===== config.mk =====
export PLATFORM = sky130hd
export DESIGN_NAME = pwm_interlock_ctrl
export DESIGN_NICKNAME = d
export VERILOG_FILES = /design/src/rtl/pwmi_pkg.sv /design/src/rtl/pwmi_latch.sv /design/src/rtl/pwmi_blanker.sv /design/src/rtl/pwmi_interlock.sv /design/src/rtl/pwm_interlock_ctrl.sv
export SDC_FILE = /design/constraint.sdc
export NUM_CORES = 1
export LEC_CHECK = 0
export BUFFER_PORTS_ARGS = -buffer_cell sky130_fd_sc_hd__buf_2
export CAP_MARGIN = 30
export CORE_AREA = 2 2 39 41
export DETAILED_ROUTE_END_ITERATION = 7
export DIE_AREA = 0 0 41 43
export HOLD_SLACK_MARGIN = 0.05
export PLACE_DENSITY_LB_ADDON = 0.1
export REMOVE_ABC_BUFFERS = 1
export SYNTH_ARGS = -nofsm -noshare
export SYNTH_HDL_FRONTEND = slang
export SYNTH_SLANG_ARGS = --single-unit

===== constraint.sdc =====
create_clock -name clk -period 2.8 [get_ports clk]
set_input_delay 0.14 -clock clk [delete_from_list [all_inputs] [get_ports clk]]
set_output_delay 0.14 -clock clk [all_outputs]
set_load 0.05 [all_outputs]

===== src/rtl/pwmi_pkg.sv =====
package pwmi_pkg;

  // Which switch the latch currently asks for.
  typedef enum logic [1:0] {
    SIDE_NONE = 2'd0,
    SIDE_LOW  = 2'd1,
    SIDE_HIGH = 2'd2
  } side_e;

  // Saturating increment of a persistence counter.
  function automatic int unsigned sat_inc(input int unsigned v, input int unsigned lim);
    return (v >= lim) ? lim : v + 1;
  endfunction

  // True once the flag has persisted through the whole blanking window.
  function automatic logic blank_spent(input int unsigned run, input int unsigned lim);
    return run >= lim;
  endfunction

  // Requested side from the enable and the high-side wish.
  function automatic side_e pick_side(input logic en, input logic hs_want);
    if (!en)     return SIDE_NONE;
    if (hs_want) return SIDE_HIGH;
    return SIDE_LOW;
  endfunction

endpackage


===== src/rtl/pwmi_latch.sv =====
module pwmi_latch
  import pwmi_pkg::*;
(
  input  logic  clk,
  input  logic  rst_n,
  input  logic  en,
  input  logic  osc,
  input  logic  ramp,
  input  logic  kill,
  output logic  latch_q,
  output logic  hs_want,
  output side_e side
);

  // Set dominates during the oscillator pulse; otherwise any reset clears.
  always_ff @(posedge clk or negedge rst_n) begin
    if (!rst_n)           latch_q <= 1'b0;
    else if (!en)         latch_q <= 1'b0;
    else if (osc)         latch_q <= 1'b1;
    else if (ramp | kill) latch_q <= 1'b0;
  end

  // Pulse and reset flags gate the high side immediately.
  always_comb begin
    hs_want = en & latch_q & ~osc & ~ramp & ~kill;
    side    = pick_side(en, hs_want);
  end

endmodule


===== src/rtl/pwmi_blanker.sv =====
module pwmi_blanker
  import pwmi_pkg::*;
#(
  parameter int unsigned BLANK_CYCLES = 10
) (
  input  logic               clk,
  input  logic               rst_n,
  input  logic               en,
  input  logic               hs_on,
  input  logic               ilim,
  output logic               kill,
  output logic [$clog2(BLANK_CYCLES+1):0] run_cnt
);

  localparam int CNT_W = $clog2(BLANK_CYCLES + 1) + 1;

  logic counting;
  assign counting = en & hs_on & ilim;

  // Consecutive high cycles of the limit flag while the high side is on.
  always_ff @(posedge clk or negedge rst_n) begin
    if (!rst_n)        run_cnt <= '0;
    else if (counting) run_cnt <= CNT_W'(sat_inc(int'(run_cnt), BLANK_CYCLES));
    else               run_cnt <= '0;
  end

  assign kill = counting & blank_spent(int'(run_cnt), BLANK_CYCLES);

endmodule


===== src/rtl/pwmi_interlock.sv =====
module pwmi_interlock
  import pwmi_pkg::*;
(
  input  logic  clk,
  input  logic  rst_n,
  input  side_e side,
  input  logic  hs_gl,
  input  logic  ls_gl,
  output logic  hs_q,
  output logic  ls_q
);

  logic hs_next, ls_next;

  // A side turns on only when the other request is off and its gate is low.
  always_comb begin
    hs_next = (side == SIDE_HIGH) & ls_gl & ~ls_q;
    ls_next = (side == SIDE_LOW)  & hs_gl & ~hs_q;
  end

  always_ff @(posedge clk or negedge rst_n) begin
    if (!rst_n) begin
      hs_q <= 1'b0;
      ls_q <= 1'b0;
    end else begin
      hs_q <= hs_next;
      ls_q <= ls_next;
    end
  end

endmodule


===== src/rtl/pwm_interlock_ctrl.sv =====
module pwm_interlock_ctrl
  import pwmi_pkg::*;
#(
  parameter int unsigned BLANK_CYCLES = 10
) (
  input  logic clk,
  input  logic rst_n,
  input  logic en_i,
  input  logic osc_pulse_i,
  input  logic ramp_trip_i,
  input  logic ilim_trip_i,
  input  logic hs_gate_low_i,
  input  logic ls_gate_low_i,
  output logic hs_drive_o,
  output logic ls_drive_o
);

  localparam int CNT_W = $clog2(BLANK_CYCLES + 1) + 1;

  // Named internal events, visible to the bound checker.
  logic             latch_q;
  logic             hs_want;
  side_e            side;
  logic             ilim_kill;
  logic [CNT_W-1:0] blank_cnt;
  logic             hs_q, ls_q;

  pwmi_latch u_latch (
    .clk     (clk),
    .rst_n   (rst_n),
    .en      (en_i),
    .osc     (osc_pulse_i),
    .ramp    (ramp_trip_i),
    .kill    (ilim_kill),
    .latch_q (latch_q),
    .hs_want (hs_want),
    .side    (side)
  );

  pwmi_blanker #(.BLANK_CYCLES(BLANK_CYCLES)) u_blank (
    .clk     (clk),
    .rst_n   (rst_n),
    .en      (en_i),
    .hs_on   (hs_q),
    .ilim    (ilim_trip_i),
    .kill    (ilim_kill),
    .run_cnt (blank_cnt)
  );

  pwmi_interlock u_ilock (
    .clk   (clk),
    .rst_n (rst_n),
    .side  (side),
    .hs_gl (hs_gate_low_i),
    .ls_gl (ls_gate_low_i),
    .hs_q  (hs_q),
    .ls_q  (ls_q)
  );

  assign hs_drive_o = hs_q;
  assign ls_drive_o = ls_q;

endmodule


Word-level counts from Yosys, hierarchy flattened
Index checks and enable logic that the tools add are counted.
Widths: inputs -> output; s select.

word-level totals
  register bits after elaboration = 8
  input port bits = 8
  output and inout port bits = 2

cells by class
  add/sub/neg operators = 1
  $lt $le $gt $ge = 1
  equal/unequal tests = 3
  multiplexer cells = 11
  bitwise operators = 17

operators by type and width
  kind                 count
  $and 1x1->1          11
  $mux 5               2
  $mux 2               4
  $add 5x1->5 const B  1
  $ge 5x4->1 const B   1
  $mux 1               5
  $not 1->1            5
  $ne 3x1->1 const B   1
  $eq 2x1->1 const B   1
  $eq 2x2->1 const B   1
  $or 1x1->1           1

Logic depth before layout (Yosys ltp)
Gate-level depths: netlist of the first run.

  depth in word-level cells = 12
  gate-level depth with buffers = 5

Modules after synthesis
Synthesis of the first run repeated with hierarchy kept, for this count alone.

unflattened totals
  cell total of the unflattened synthesis = 32
  area total of the unflattened synthesis = 391.6 sq um

by module, submodules not included
  module          times used  cells each  area each (sq um)  sequential area each (sq um)
  pwmi_blanker    1           20          234.0              125.1
  pwmi_latch      1           8           82.6               25.0
  pwmi_interlock  1           4           75.1               50.0

Least setup slack after synthesis of the first run
No wires, ideal clock.

  kind = reg-to-reg
  start = register u_ilock.hs_q
  end = register u_ilock.hs_q
  setup time = 141 ps
  arrival = 1194 ps
  slack = 1465 ps
  stages on the path, launching flop included = 4
  buffers on the path = 0
  clock period less this slack = 1335 ps
  path through = dfrtp_1 nand3_2 o31ai_2 nor3_2

between the ends
  longest elaborated chain between the ends = 12
  elaborated cells on any way between the ends = 13
  those cells by class = eq/ne (1); mux (5); bitwise (7)

RTL lines
  what                         line                  text
  start, declared              pwmi_interlock.sv:9   output logic hs_q,
  start signal, assigned       pwmi_interlock.sv:26  hs_q <= hs_next;
  $and 1x1->1 * (2 in series)  pwmi_blanker.sv:18    assign counting = en & hs_on & ilim;
  $and 1x1->1 *                pwmi_blanker.sv:27    assign kill = counting & blank_spent(int'(run_cnt), BLANK_CYCLES);
  $not 1->1 *                  pwmi_latch.sv:25      hs_want = en & latch_q & ~osc & ~ramp & ~kill;
  $and 1x1->1 *                pwmi_latch.sv:25
  $mux 1 (2 in series)         pwmi_pkg.sv:23        if (hs_want) return SIDE_HIGH;
  $mux 2 *                     pwmi_pkg.sv:24        return SIDE_LOW;
  $mux 2 *                     pwmi_pkg.sv:23
  $eq 2x2->1 *                 pwmi_interlock.sv:17  hs_next = (side == SIDE_HIGH) & ls_gl & ~ls_q;
  $and 1x1->1 * (2 in series)  pwmi_interlock.sv:17
  via u_ilock.hs_next          pwmi_interlock.sv:13  logic hs_next, ls_next;

The timed path passes the listed nets; every way through them passes the cells marked *. The select of a mux whose other input is x is not followed.
A chain may end at the register's enable or synchronous reset.

Worst setup path after layout of the first run
  start = register u_blank.run_cnt[1]
  end = register u_blank.run_cnt[1]

between the ends
  longest elaborated chain between the ends = 3
  elaborated cells on any way between the ends = 4
  those cells by class = add/sub (1); order compare (1); mux (2)

RTL lines
  what                                       line                text
  start, declared                            pwmi_blanker.sv:12  output logic [$clog2(BLANK_CYCLES+1):0] run_cnt
  start signal, assigned                     pwmi_blanker.sv:23  else if (counting) run_cnt <= CNT_W'(sat_inc(int'(run_cnt), BLANK_CYCLES));
  $add 5x1->5 or $ge 5x4->1 (tied branches)  pwmi_pkg.sv:12      return (v >= lim) ? lim : v + 1;
  $mux 5 *                                   pwmi_pkg.sv:12
  $mux 5 *                                   pwmi_blanker.sv:23

Every way passes the cells marked *; elsewhere a longest branch is shown, timed or not.

==> flow_metrics.tcl, run 1 <==
set metrics [dict create \
    vias_per_cell 4.383 \
    cp_top_family "flip-flops" \
    status "completed" \
    final_common_cell "buf_2" \
    cp.depth 4 \
    p_seq_share_pct 52.9 \
    dr_total_vias 263 \
    cts_buffer_depth 2 \
    sw_frac_of_total_pct 22.38 \
    antenna_cells 0 \
    cpPeakStageDelay_ns 0.43 \
    crit_required_ns 2.94 \
    antenna_found_initial 0 \
    fillers 138 \
    dp.cells 56 \
    first_iter_violations 1 \
    die_y_um 43 \
    post-synth-top-area-cell "dfrtp_1" \
    wl_per_cell_um 9.817 \
    grt_max_degree 9 \
    wl_um 589 \
    port_buffers 9 \
    final_cell_mix "buf_2 (9), dfrtp_1 (8), nand2_1 (4), nor3_1 (3), clkbuf_4 (3)" \
    syn_inst 31 \
    fp-row-count 14 \
    totalPowerFinal_w 0.0002264 \
    utilization_pct 33.91 \
    clock_sinks 8 \
    firstDrtPassIters 2 \
    synth_warnings 0 \
    power.switching_w 0.00005066 \
    multiInputGateArea_um2 163.9 \
    arrival_ns 1.38 \
    synth_compound_area_share_pct 7.407 \
    max_clock_freq_mhz 803.8 \
    cp_num_buf_inv 0 \
    postCtsSetupRepairBufs 0 \
    clock_skew_ns 0.002960 \
    synthTopCellsByArea "dfrtp_1 (54%), ha_1 (6.7%), nor4_4 (5.7%)" \
    synth_area_um2 371.6 \
    synth_top_area_share_pct 53.87 \
    clock_latency_ns 0.25 \
    gp_congestion 0.6876 \
    synth_top_family_by_area "simple AND/OR/NAND/NOR gates" \
    start_util_pct 26.85 \
    min_path_cells 3 \
    coreArea_um2 1384 \
    clock-root-buffer "clkbuf_4" \
    fin_cells 60 \
    r2r_cells 4 \
    p_leak_nw 0.2317 \
    final_nets 56 \
    cts_made_buffers 3 \
    end_kind "flop" \
    synth-xor-area-share_pct 2.357 \
    die_w_um 41 \
    cts_tree "done" \
    synth-simple-area-share_pct 26.60 \
    clk_pin_slew_ns 0.05 \
    irDropWorstVdd_v 0.0001774 \
    cts_max_level 1 \
    finalSetupTns_ns 0 \
    synth_cell_types 17 \
    ys_seq_area_share_pct 53.87 \
    worstPathCellList "ha_1 -> nor4_4 -> nor2_2 -> o21ba_2" \
    min_period_over_period_pct 44.43 \
    grt_usage_pct 9.736 \
    areaGrowthSynthToFinish_pct 26.26 \
    period_minus_slack_ns 1.244 \
    ys_ff_latch 8 \
    slew_violations 0 \
    power_density_nw_per_um2 482.5 \
    grt_setup_unrepaired "false" \
    hp-class "primary input to flop" \
    drc 0 \
    synth_adder_area_share_pct 6.734 \
    grt_pass1_wl_um 1083 \
    layout-drive-gt1-share_pct 43.18 \
    clockPowerShare_pct 38.2 \
    die_area_um2 1763 \
    slowest_stage "dfrtp_1" \
    critPathKind "flop to flop" \
    start_kind "flop" \
    synth.avg_cell_area_um2 11.99 \
    drv_cap 0 \
    hold_viol 0 \
    path_max_fanout 4 \
    p_comb_share_pct 8.8 \
    setup_viol 0 \
    intPower_w 0.0001757 \
    io_pins 10 \
    dp.final_hpwl_um 497.3 \
    ant_nets 0 \
    grt_overflow 0 \
    synthMuxAreaShare_pct 0 \
    grt_pass1_vias 278 \
    register_area_um2 200.2 \
]
==> sequential cells by signal (all words and copies together), names as in the netlist <==
| register | count |
|---|---|
| u_blank.run_cnt | 5 |
| u_ilock.hs_q | 1 |
| u_ilock.ls_q | 1 |
| u_latch.latch_q | 1 |
==> power by group through the flow <==
stage / sequential, W / clock (W) / combinational (W)
finish: 0.000120 / 0.0000865 / 0.0000200
global route: 0.000120 / 0.0000994 / 0.0000225
CTS: 0.000120 / 0.0000937 / 0.0000206
detailed placement: 0.000122 / 0 / 0.0000195
global placement: 0.000122 / 0 / 0.0000192
floorplan: 0.000125 / 0 / 0.00000660
==> layout make-up <==
class | instances | area share, %
timing repair buffer | 10 | 11.73
sequential | 8 | 42.67
clock buffer | 3 | 4.800
tap | 16 | 4.267
multi-input combinational | 21 | 34.93
inverter | 2 | 1.600
==> tightest hold or removal path, delay by kind of cell <==
kind	cells	cell delay, ns
buffers and inverters	1	0.08
AND/OR/NAND/NOR	2	0.09
==> worst paths after layout <==
| kind | start | end | slack, ns |
|---|---|---|---|
| worst max-delay path | u_blank.run_cnt[1] | u_blank.run_cnt[1] | 1.56 |
| worst min-delay path | osc_pulse_i | u_latch.latch_q | 0.11 |
| worst max register to register | u_blank.run_cnt[1] | u_blank.run_cnt[1] | 1.56 |
| worst min register to register | u_ilock.ls_q | u_ilock.hs_q | 0.44 |
| max in group asynchronous | rst_n | u_latch.latch_q | 2.37 |
| min in group asynchronous | rst_n | u_blank.run_cnt[2] | 0.26 |
==> cells by family (layout without fill, tap and decap cells) <==
group           after synthesis  after routing
buf+inv                       2             15
xor+xnor                      1              1
flops                         8              8
other cells                   1              1
simple gates                 14             14
fa+ha+maj                     2              2
compound gates                3              3
==> routing by layer <==
layer | wire length (um) | global-route usage, %
met5 | 0 | 0
met1 | 273 | 10.96
met3 | 30 | 4.712
met4 | 4 | 8.000
met2 | 280 | 13.13
==> cells in the mapped netlist (all sizes together) <==
cell and number:
ha 2, nor2 2, nor4 1, conb 1, o31ai 1, xnor2 1
dfrtp 8, a21oi 1, nor3 4, o21ba 1, inv 2, and4bb 1
nand2 4, nand3 2
==> timing repair <==
item,CTS,global route
gates resized for setup,0,0
hold buffers,1,0
endpoints found under the hold margin,8,0
==> metrics by stage <==
stage	cell area (um2)	worst slack [ns]	hold WS, ns
after detailed placement	436.7	1.554	-0.004844
final	469.2	1.556	0.1102
after floorplan	371.6	1.465	-0.1556
after global routing	469.2	1.503	0.1099
after CTS	469.2	1.547	0.09768
after global placement	436.7	1.570	-0.009271
(Power assumes the default switching activity.)
==> inputs of run 2 (changes only) <==
--- a/config.mk
+++ b/config.mk
@@ -5,6 +5,7 @@
 export SDC_FILE = /design/constraint.sdc
 export NUM_CORES = 1
 export LEC_CHECK = 0
+export ABC_AREA = 1
 export BUFFER_PORTS_ARGS = -buffer_cell sky130_fd_sc_hd__buf_2
 export CAP_MARGIN = 30
 export CORE_AREA = 2 2 39 41
==> constraint.sdc (replaced) <==
create_clock -name clk -period 1.1 [get_ports clk]
set_input_delay 0.055 -clock clk [delete_from_list [all_inputs] [get_ports clk]]
set_output_delay 0.055 -clock clk [all_outputs]
set_load 0.05 [all_outputs]
==> run 2 against run 1 <==
The run now ends with negative setup slack left. Non-clock buffer count up 6. Clock skew up 0.0024 ns. Clock-buffer cell count unchanged. Critical path type unchanged.
==> flow_metrics.tcl, run 2 <==
set metrics [dict create \
    layout-drive-gt1-share_pct 33.33 \
    cts_buffer_depth 2 \
    ant_nets 0 \
    start_kind "flop" \
    grt_setup_unrepaired "true" \
    cts_max_level 1 \
    final_cell_mix "buf_2 (9), dfrtp_1 (8), nand2_1 (6), dlygate4sd3_1 (5)" \
    synth.avg_cell_area_um2 9.878 \
    areaGrowthSynthToFinish_pct 41.33 \
    max_clock_freq_mhz 887.4 \
    p_comb_share_pct 10.0 \
    io_pins 10 \
    slowest_stage "dfrtp_1" \
    top_layer_used "met4" \
    layout_setup_ws_ns -0.02688 \
    cts_made_buffers 3 \
    wl_um 777 \
    synthTopCellsByArea "dfrtp_1 (53%), ha_1 (6.7%), nand2_1 (6.0%)" \
    drv_cap 0 \
    grt_overflow 0 \
    clock_sinks 8 \
    sw_frac_of_total_pct 22.96 \
    synth_top_area_share_pct 53.33 \
    first_iter_violations 3 \
    setup_viol 3 \
    clk_pin_slew_ns 0.06 \
    slew_violations 0 \
    synth_common_cells "dfrtp_1 (8), nand2_1 (6), inv_1 (3), nand3_1 (3), nor2_1 (3)" \
    post-synth-top-area-cell "dfrtp_1" \
    top_register "u_blank.run_cnt" \
    min_path_cells 4 \
    grt_pass1_vias 324 \
    clock-root-buffer "clkbuf_4" \
    wl_per_cell_um 10.64 \
    wl_met3_um 48 \
    yosysMostFrequentCell "dfrtp_1" \
    cts_tree "done" \
    synth_area_um2 375.4 \
    critPathKind "flop to flop" \
    yosys_most_used_dff "dfrtp_1" \
    hp-class "primary input to flop" \
    ff2ff_setup_slack_ns -0.03 \
    cpPeakStageDelay_ns 0.38 \
    min_period_over_period_pct 102.4 \
    cpMostUsedCell "nand2_1" \
    async_reset_ff_share_pct 100.0 \
    end_kind "flop" \
    final_nets 69 \
    dp.final_hpwl_um 586.7 \
    ys_ff_latch 8 \
    port_buffers 9 \
    die_w_um 41 \
    firstDrtPassIters 4 \
    power.switching_w 0.0001352 \
    postCtsSetupRepairBufs 0 \
    synth_cell_types 16 \
    cp_top_family "flip-flops" \
    totalPowerFinal_w 0.0005888 \
    r2r-start "u_blank.run_cnt[0]" \
    min_delay_worst_endpoint "u_ilock.hs_q" \
    crit_required_ns 1.25 \
    fp-row-count 14 \
    clock_latency_ns 0.26 \
    dr_total_vias 316 \
    r2r_cells 9 \
    drc 0 \
    antenna_found_initial 0 \
    period_minus_slack_ns 1.127 \
    irDropWorstVdd_v 0.0004713 \
    gp_congestion 0.6712 \
    status "finished, violations left" \
    worstReg2RegEnd "u_latch.latch_q" \
    coreArea_um2 1384 \
    final_common_cell "buf_2" \
    p_leak_nw 0.2653 \
    grt_usage_pct 13.07 \
    worstPathCellList "inv_1 -> ha_2 -> inv_1 -> nand2_1 -> nand2_1 -> nand2_1 -> nand2_2 -> nand2_2 -> nand2_1" \
    grt_pass1_wl_um 1428 \
    synth_edf_count 0 \
    largest_register_ffs 5 \
    power_density_nw_per_um2 1110 \
    path_max_fanout 4 \
    clockPowerShare_pct 38.6 \
    synth_warnings 0 \
    die_area_um2 1763 \
    vias_per_cell 4.329 \
    arrival_ns 1.28 \
    cp_num_buf_inv 2 \
    antenna_cells 0 \
    die_y_um 43 \
    finalHoldWorstSlack_ns 0.08615 \
    min_from "ramp_trip_i" \
    syn_inst 38 \
    intPower_w 0.0004536 \
    hold_viol 0 \
    p_seq_share_pct 51.5 \
    violations "negative setup slack" \
    fillers 152 \
    clock_skew_ns 0.005382 \
    start_util_pct 27.12 \
    met2_length_um 411 \
    wl_met1_um 301 \
    ys_seq_area_share_pct 53.33 \
    grt_max_degree 9 \
]
## run 2: changes by cell type in the layout (fill, tap and decap cells not counted), sizes merged, moves of 2 or more
cell	before	now
nor2	2	4
dlygate4sd3	1	5
nor3	4	1
nand2	4	8
nand3b	0	2
o21ai	0	2
buf	9	11
## run 2: metrics by stage
step | instance area (um2) | worst slack (ns) | cells | util, % | TNS [ns]
detailed placement | 455.4 | -0.02067 | 65 | 32.91 | -0.04221
finish | 530.5 | -0.02688 | 73 | 38.34 | -0.04328
global route | 530.5 | -0.1451 | 73 | 38.34 | -0.6121
global placement | 455.4 | 0.02437 | 65 | 32.91 | 0
CTS | 528.0 | -0.02179 | 73 | 38.16 | -0.05346
floorplan | 375.4 | -0.07255 | 38 | - | -0.2088
## run 2: logic make-up after synthesis
logic type	Yosys count	synth area share, %
and+or+nand+nor	18	26.33
DFF	8	53.33
buffers and inverters	4	3.999
AOI/OAI and AO/OA	3	3.999
xor gates and xnor gates	2	4.668
adders and majority gates	2	6.666
other	1	0.9990
## run 2: per-layer routing
metal / GRT usage [%] / up-vias
li1: - / 161
met1: 14.90 / 145
met2: 18.75 / 8
met3: 4.712 / 2
met4: 10.00 / 0
met5: 0 / -
## run 2: worst register-to-register path, delay by kind of cell (launching register included)
family | cells | cell delay [ns]
adders and majority gates | 1 | 0.16
buffers and inverters | 2 | 0.10
and+or+nand+nor | 6 | 0.38
DFF | 1 | 0.38
## run 2: cell type report
type                       count  area [um2]  area share [%]
tap                           16       20.02           3.774
clock buffer                   3       22.52           4.245
timing repair buffer          16       110.1           20.75
inverter                       4       15.01           2.830
sequential                     8       200.2           37.74
multi-input combinational     26       162.7           30.66
## run 2: power groups by stage
stage          clock network [W]  registers (W)  logic [W]
2_1_floorplan                  0       0.000316  0.0000118
3_3_place_gp                   0       0.000308  0.0000454
3_5_place_dp                   0       0.000308  0.0000459
4_1_cts                 0.000240       0.000303  0.0000595
5_1_grt                 0.000260       0.000304  0.0000645
6_report                0.000227       0.000303  0.0000587
## run 2: worst max path at each step
| stage | startpoint | end | slack (ns) | cells past startpoint |
|---|---|---|---|---|
| 6_report | u_blank.run_cnt[0] | u_latch.latch_q | -0.03 | 9 |
| 5_1_grt | u_blank.run_cnt[0] | u_latch.latch_q | -0.15 | 9 |
| 4_1_cts | u_blank.run_cnt[0] | u_ilock.hs_q | -0.02 | 9 |
| 3_5_place_dp | u_blank.run_cnt[0] | u_blank.run_cnt[3] | -0.02 | 8 |
| 3_3_place_gp | u_blank.run_cnt[0] | u_latch.latch_q | 0.02 | 9 |
| 2_1_floorplan | u_ilock.hs_q | u_latch.latch_q | -0.07 | 5 |
## run 2: what timing repair did
| action | 4_1_cts | 5_1_grt |
|---|---|---|
| endpoints found under the hold margin | 11 | 0 |
| resized for setup | 2 | 1 |
| hold buffers | 5 | 0 |
| cloned | 0 | 0 |
| endpoints found under the setup margin | 4 | 7 |
